$ cat src/rtl/shadow_pkg.sv
package shadow_pkg;

  typedef struct packed {
    logic shadow_en;
    logic rd_sel_b;
    logic wr_en_a;
    logic wr_en_b;
  } ctrl_t;

  typedef enum logic [1:0] {
    TGT_NONE = 2'd0,
    TGT_A    = 2'd1,
    TGT_B    = 2'd2,
    TGT_S    = 2'd3
  } tgt_e;

  localparam logic [1:0] WIN_A = 2'b01;
  localparam logic [1:0] WIN_B = 2'b11;

endpackage

$ cat src/rtl/shadow_ctrl_reg.sv
module shadow_ctrl_reg
  import shadow_pkg::*;
#(
  parameter int          IO_AW   = 16,
  parameter logic [15:0] IO_PORT = 16'h03CB
) (
  input  logic             clk,
  input  logic             rst,
  input  logic [IO_AW-1:0] io_addr,
  input  logic             io_wr,
  input  logic             io_rd,
  input  logic [7:0]       io_wdata,
  output logic [7:0]       io_rdata,
  output ctrl_t            ctrl
);

  localparam logic [7:0]       LIVE_MASK = 8'h0F;
  localparam logic [IO_AW-1:0] PORT      = IO_AW'(IO_PORT);

  logic [7:0] ctrl_q;
  logic       hit;

  assign hit  = (io_addr == PORT);
  assign ctrl = ctrl_t'(ctrl_q[3:0]);

  always_ff @(posedge clk) begin
    if (rst) begin
      ctrl_q   <= 8'h00;
      io_rdata <= 8'h00;
    end else begin
      if (io_wr && hit) ctrl_q <= io_wdata & LIVE_MASK;
      io_rdata <= (io_rd && hit) ? ctrl_q : 8'h00;
    end
  end

  // the control holds unless addressed by an I/O write
  a_r2_ctrl_hold: assert property (@(posedge clk) disable iff (rst)
    !(io_wr && hit) |=> $stable(ctrl_q));

  // reserved bits never appear on the port
  a_r2_reserved_zero: assert property (@(posedge clk) disable iff (rst)
    io_rdata[7:4] == 4'b0000);

endmodule

$ cat src/rtl/shadow_decode.sv
module shadow_decode
  import shadow_pkg::*;
#(
  parameter int ADDR_W   = 24,
  parameter int REG_AW   = 4,
  parameter int EXCL_CNT = 12
) (
  input  logic [ADDR_W-1:0] addr,
  input  ctrl_t             ctrl,
  output tgt_e              rd_tgt,
  output tgt_e              wr_tgt,
  output logic [REG_AW-1:0] idx
);

  localparam int               LOW_W    = ADDR_W - 2;
  localparam logic [LOW_W-1:0] IDX_MASK = LOW_W'(((1 << REG_AW) - 1) << 2);
  localparam logic [REG_AW-1:0] BOUND   = REG_AW'(EXCL_CNT);

  logic [1:0]       window;
  logic [LOW_W-1:0] offset;
  logic             mapped, in_a, in_b, in_any, is_shared, wr_allowed;
  tgt_e             own;

  assign window     = addr[ADDR_W-1 -: 2];
  assign offset     = addr[LOW_W-1:0];
  assign idx        = offset[2 +: REG_AW];
  assign mapped     = ((offset & ~IDX_MASK) == '0);
  assign in_a       = mapped && (window == WIN_A);
  assign in_b       = mapped && (window == WIN_B);
  assign in_any     = in_a || in_b;
  assign is_shared  = (idx >= BOUND);
  assign own        = in_a ? TGT_A : TGT_B;
  assign wr_allowed = !ctrl.shadow_en || (in_a ? ctrl.wr_en_a : ctrl.wr_en_b);

  always_comb begin
    if (!in_any)             rd_tgt = TGT_NONE;
    else if (is_shared)      rd_tgt = TGT_S;
    else if (ctrl.shadow_en) rd_tgt = ctrl.rd_sel_b ? TGT_B : TGT_A;
    else                     rd_tgt = own;
  end

  always_comb begin
    if (!in_any || !wr_allowed) wr_tgt = TGT_NONE;
    else if (is_shared)         wr_tgt = TGT_S;
    else                        wr_tgt = own;
  end

endmodule

$ cat src/rtl/shadow_bank.sv
module shadow_bank #(
  parameter int DATA_W = 32,
  parameter int DEPTH  = 12,
  parameter int AW     = 4
) (
  input  logic              clk,
  input  logic              we,
  input  logic              re,
  input  logic [AW-1:0]     addr,
  input  logic [DATA_W-1:0] wdata,
  output logic [DATA_W-1:0] rdata
);

  logic [DATA_W-1:0] mem [DEPTH];

  always_ff @(posedge clk) begin
    if (we) mem[addr] <= wdata;
    if (re) rdata <= mem[addr];
  end

endmodule

$ cat src/rtl/shadow_router.sv
module shadow_router
  import shadow_pkg::*;
#(
  parameter int          ADDR_W   = 24,
  parameter int          DATA_W   = 32,
  parameter int          IO_AW    = 16,
  parameter logic [15:0] IO_PORT  = 16'h03CB,
  parameter int          REG_AW   = 4,
  parameter int          EXCL_CNT = 12
) (
  input  logic              clk,
  input  logic              rst,
  input  logic [IO_AW-1:0]  io_addr,
  input  logic              io_wr,
  input  logic              io_rd,
  input  logic [7:0]        io_wdata,
  output logic [7:0]        io_rdata,
  input  logic [ADDR_W-1:0] mem_addr,
  input  logic [DATA_W-1:0] mem_wdata,
  input  logic              mem_wr,
  input  logic              mem_rd,
  output logic [DATA_W-1:0] mem_rdata,
  output logic              mem_rvalid,
  output logic [2:0]        bank_we
);

  localparam int SHARED_CNT = (1 << REG_AW) - EXCL_CNT;
  localparam int S_AW       = (SHARED_CNT > 1) ? $clog2(SHARED_CNT) : 1;
  localparam int E_AW       = REG_AW;

  ctrl_t             ctrl;
  tgt_e              rd_tgt, wr_tgt, rd_tgt_q;
  logic [REG_AW-1:0] idx;
  logic [S_AW-1:0]   s_idx;
  logic [DATA_W-1:0] excl_rdata [2];
  logic [DATA_W-1:0] shared_rdata;

  shadow_ctrl_reg #(
    .IO_AW   (IO_AW),
    .IO_PORT (IO_PORT)
  ) u_ctrl (
    .clk      (clk),
    .rst      (rst),
    .io_addr  (io_addr),
    .io_wr    (io_wr),
    .io_rd    (io_rd),
    .io_wdata (io_wdata),
    .io_rdata (io_rdata),
    .ctrl     (ctrl)
  );

  shadow_decode #(
    .ADDR_W   (ADDR_W),
    .REG_AW   (REG_AW),
    .EXCL_CNT (EXCL_CNT)
  ) u_decode (
    .addr   (mem_addr),
    .ctrl   (ctrl),
    .rd_tgt (rd_tgt),
    .wr_tgt (wr_tgt),
    .idx    (idx)
  );

  assign s_idx = S_AW'(idx - REG_AW'(EXCL_CNT));

  // one private bank per pipeline
  for (genvar g = 0; g < 2; g++) begin : g_excl
    localparam tgt_e MY_TGT = (g == 0) ? TGT_A : TGT_B;
    shadow_bank #(
      .DATA_W (DATA_W),
      .DEPTH  (EXCL_CNT),
      .AW     (E_AW)
    ) u_bank (
      .clk   (clk),
      .we    (mem_wr && (wr_tgt == MY_TGT)),
      .re    (mem_rd && (rd_tgt == MY_TGT)),
      .addr  (idx),
      .wdata (mem_wdata),
      .rdata (excl_rdata[g])
    );
  end

  shadow_bank #(
    .DATA_W (DATA_W),
    .DEPTH  (SHARED_CNT),
    .AW     (S_AW)
  ) u_shared (
    .clk   (clk),
    .we    (mem_wr && (wr_tgt == TGT_S)),
    .re    (mem_rd && (rd_tgt == TGT_S)),
    .addr  (s_idx),
    .wdata (mem_wdata),
    .rdata (shared_rdata)
  );

  always_ff @(posedge clk) begin
    if (rst) begin
      rd_tgt_q   <= TGT_NONE;
      mem_rvalid <= 1'b0;
      bank_we    <= 3'b000;
    end else begin
      rd_tgt_q   <= mem_rd ? rd_tgt : TGT_NONE;
      mem_rvalid <= mem_rd;
      bank_we    <= {mem_wr && (wr_tgt == TGT_S),
                     mem_wr && (wr_tgt == TGT_B),
                     mem_wr && (wr_tgt == TGT_A)};
    end
  end

  always_comb begin
    unique case (rd_tgt_q)
      TGT_A:   mem_rdata = excl_rdata[0];
      TGT_B:   mem_rdata = excl_rdata[1];
      TGT_S:   mem_rdata = shared_rdata;
      default: mem_rdata = '0;
    endcase
  end

  // read data valid one clock after the strobe
  a_r9_read_latency: assert property (@(posedge clk) disable iff (rst)
    mem_rd |=> mem_rvalid);

  // at most one bank strobe
  a_r11_we_onehot: assert property (@(posedge clk) disable iff (rst)
    $onehot0(bank_we));

  // no strobe without a bus write
  a_r11_no_write_quiet: assert property (@(posedge clk) disable iff (rst)
    !mem_wr |=> (bank_we == 3'b000));

  // unshadowed private reads follow the window
  a_r4_own_window: assert property (@(posedge clk) disable iff (rst)
    (!ctrl.shadow_en && (rd_tgt == TGT_A || rd_tgt == TGT_B)) |->
      (rd_tgt == ((mem_addr[ADDR_W-1 -: 2] == WIN_A) ? TGT_A : TGT_B)));

  // shadowed private reads follow the read select
  a_r5_shadow_read: assert property (@(posedge clk) disable iff (rst)
    (ctrl.shadow_en && (rd_tgt == TGT_A || rd_tgt == TGT_B)) |->
      (rd_tgt == (ctrl.rd_sel_b ? TGT_B : TGT_A)));

  // window A writes blocked while its enable is clear
  a_r6_gate_a: assert property (@(posedge clk) disable iff (rst)
    (ctrl.shadow_en && !ctrl.wr_en_a && mem_addr[ADDR_W-1 -: 2] == WIN_A) |->
      (wr_tgt == TGT_NONE));

  // window B writes blocked while its enable is clear
  a_r7_gate_b: assert property (@(posedge clk) disable iff (rst)
    (ctrl.shadow_en && !ctrl.wr_en_b && mem_addr[ADDR_W-1 -: 2] == WIN_B) |->
      (wr_tgt == TGT_NONE));

endmodule

$ cat config.mk
export PLATFORM = sky130hd
export DESIGN_NAME = shadow_router
export DESIGN_NICKNAME = d
export VERILOG_FILES = /design/src/rtl/shadow_pkg.sv /design/src/rtl/shadow_ctrl_reg.sv /design/src/rtl/shadow_decode.sv /design/src/rtl/shadow_bank.sv /design/src/rtl/shadow_router.sv
export SDC_FILE = /design/constraint.sdc
export NUM_CORES = 1
export LEC_CHECK = 0
export CAP_MARGIN = 20
export CELL_PAD_IN_SITES_DETAIL_PLACEMENT = 1
export CELL_PAD_IN_SITES_GLOBAL_PLACEMENT = 2
export CORE_MARGIN = 5
export CORE_UTILIZATION = 25
export CTS_CLUSTER_SIZE = 40
export DETAILED_ROUTE_END_ITERATION = 6
export DONT_BUFFER_PORTS = 1
export PLACE_DENSITY = 0.49
export SLEW_MARGIN = 20
export SYNTH_ARGS = -nofsm -noshare
export SYNTH_HDL_FRONTEND = slang
export SYNTH_SLANG_ARGS = --single-unit
$ cat constraint.sdc
create_clock -name clk -period 5 [get_ports clk]
set_input_delay 0.25 -clock clk [delete_from_list [all_inputs] [get_ports clk]]
set_output_delay 0.25 -clock clk [all_outputs]
set_load 0.05 [all_outputs]
==> metrics.yaml <==
outcome: "complete, no violations"
io_pins: 130
clock-sinks: 1006
drive_above_1_share_pct: 26.7
synth_seq_cells: 1006
syn_area_um2: 38000
drt_pass1_iterations: 4
grt_first_pass_wirelength_mm: 147
grt_max_degree: 227
instances_no_fill: 3932
endpoint_kind: "primary output"
via_per_inst: 4.47
dp_hpwl_mm: 54.5
postSynthCellCount: 1671
fin_worst_skew_ns: 0.0175
tns_ns: 0
synth_top_area_share_pct: 78.4
cts_buffer_depth: 3
worst_pin_slew_ns: 1.07
grt_usage_pct: 13.1
critPathSlowestCell: "a22o_1"
grt.overflow.total: 0
critPathLaunchType: "flip-flop"
cts_made_buffers: 107
rsz0062_at_grt: "false"
ys_seq_area_share_pct: 79.1
path_buf_inv: 2
area_growth_pct: 17.9
fin_crit_sh_pct: 67.2
hold_viol_final: 0
grt_pass1_vias: 19272
synth_largest_area_cell: "edfxtp_1"
path_clk_slew_ns: 0.06
htreeDepth: 3
cts_root_buf: "clkbuf_16"
wl_mm: 105
antenna_left: 0
drc: 0
crit_family: "buffers and inverters"
irDropWorstVdd_uv: 257
fmax_mhz: 298
die-height_um: 400
maxCapViolCount: 0
io_buffer_count: 0
leakage_uw: 0.0137
synth.avg_cell_area_um2: 22.7
path_class: "reg -> out"
drtIter0Drc: 1302
core_um2: 152000
post_drt_wl_per_cell_um: 26.6
crit_top_cell: "buf_4"
synth_area_leaders: "edfxtp_1, mux4_2, mux2i_1, mux2_2, a22o_1"
power_density_nw_per_um2: 384
ys_types: 32
antenna_found_initial: 8
die_w_um: 400
cp_slowest_stage_delay_ns: 0.74
fin_nets: 1904
gp_congestion: 0.693
cp_cell_sequence: "buf_4 > nor2b_4 > buf_4 > a22o_1"
rows: 143
finalMaxSlewViolations: 0
finalSetupViolCount: 0
vias: 17562
required_ns: 4.75
postCtsResizedCells: 0
hold_path.class: "in -> reg"
worst_ep_arrival_time_ns: 3.11
post_cts_buffers: 0
fin_total_pwr_uw: 17200
clk_latency_ns: 0.70
max-slew-margin-rel_pct: 28.5
cts_tree: "built"
die_area_um2: 160000
dpl.cell_count: 3659
worst-path-max-fanout: 33
min_period_ns: 3.36
initial_core_util_pct: 25.1
yosysWarningCount: 0
## layout by cell type, fill, tap and decap left out, drive strengths merged, types with 2 or more instances in the layout
cell	instances
dfxtp	14
o21ai	69
inv	9
nor2b	2
dlygate4sd3	50
nand2	67
nand4	3
conb	4
clkinvlp	5
nor4bb	2
mux4	224
bufinv	4
a22o	32
mux2	32
and2	5
nor4	11
a21oi	5
nor3b	2
mux2i	65
clkinv	40
nand2b	4
and4	2
nor2	3
nand3	6
nor3	27
clkbuf	137
buf	81
edfxtp	992
## logic make-up after synthesis
logic type	Yosys count	synth area share, %
AOI/OAI and AO/OA	107	1.73
muxes	321	15.9
other	1	0.00987
DFF	1006	79.1
buffers and inverters	99	1.45
and+or+nand+nor	137	1.74
## final timing paths
| check | slack [ns] | depth (start not counted) | end | start |
|---|---|---|---|---|
| min reg2reg | 0.51 | 1 | u_ctrl.io_rdata[1] | u_ctrl.ctrl_q[1] |
| max | 1.64 | 4 | mem_rdata[25] | rd_tgt_q[1] |
| min | 0.06 | 1 | g_excl[0].u_bank.rdata[21] | mem_addr[5] |
| max reg2reg | 2.24 | 5 | g_excl[0].u_bank.mem[8][9] | u_ctrl.ctrl_q[1] |
## through the flow
step                      hold slack (ns)  utilization, %  instance area (um^2)  setup WS, ns
after CTS                         0.00103            29.6                 44800          1.49
after global placement              0.325            26.8                 40600          1.85
after floorplan                     0.349               -                 38000         0.314
after detailed placement            0.325            26.8                 40600          1.84
after global routing              0.00678            29.6                 44800          1.47
final                              0.0591            29.6                 44800          1.64
## power by group
group / switching, uW / internal [uW]
logic: 306 / 251
registers: 1.68 / 9260
clock network: 3250 / 4150
total: 3560 / 13700
## flip-flops by register name (all words and copies together) (netlist names)
signal,cells
rd_tgt_q,2
u_shared.mem,128
u_ctrl.io_rdata,4
u_ctrl.ctrl_q,4
bank_we,3
u_shared.rdata,32
g_excl.u_bank.mem,768
mem_rvalid,1
g_excl.u_bank.rdata,64
## synth_stat cells (all sizes together)
cell    instances
edfxtp        992
mux4          224
o21ai          69
nand2          67
mux2i          65
buf            63
clkbuf         33
a22o           32
mux2           32
nor3           27
dfxtp          14
nor4           11
nand3           6
a21oi           5
and2            5
nand2b          4
inv             3
nand4           3
nor2            3
and4            2
nor2b           2
nor3b           2
nor4bb          2
a21boi          1
and4b           1
conb            1
nor4b           1
or2             1
## metal layers
layer	share of wire (%)	vias up	GRT usage [%]
met5	0.012	-	0
met3	4.6	140	2.37
met4	2.4	2	4.09
li1	-	7325	-
met1	42	9712	16.7
met2	50	383	22.6
## worst register-to-register path: stages, from the launching register on
cell and delay, ns:
dfxtp_1 0.35, inv_1 0.05, a21oi_1 0.15, nand4_1 0.79
nor4_2 0.58, buf_4 0.45
## area by class of cell
type | count | area (um^2)
diodes | 1 | 2.50
clock buffers | 137 | 2790
repair buffers | 131 | 1380
inverters | 3 | 11.3
clock inverters | 55 | 440
fillers | 15195 | 107000
flip-flops and latches | 1006 | 30100
well taps | 2030 | 2540
multi-input cells | 569 | 7570
## timing repair
action / in CTS / in global routing
endpoints found under the hold margin: 1005 / 1
hold buffers: 78 / 1
endpoints found under the setup margin: 0 / 0
Note: power is estimated with default switching activity, not from simulation.
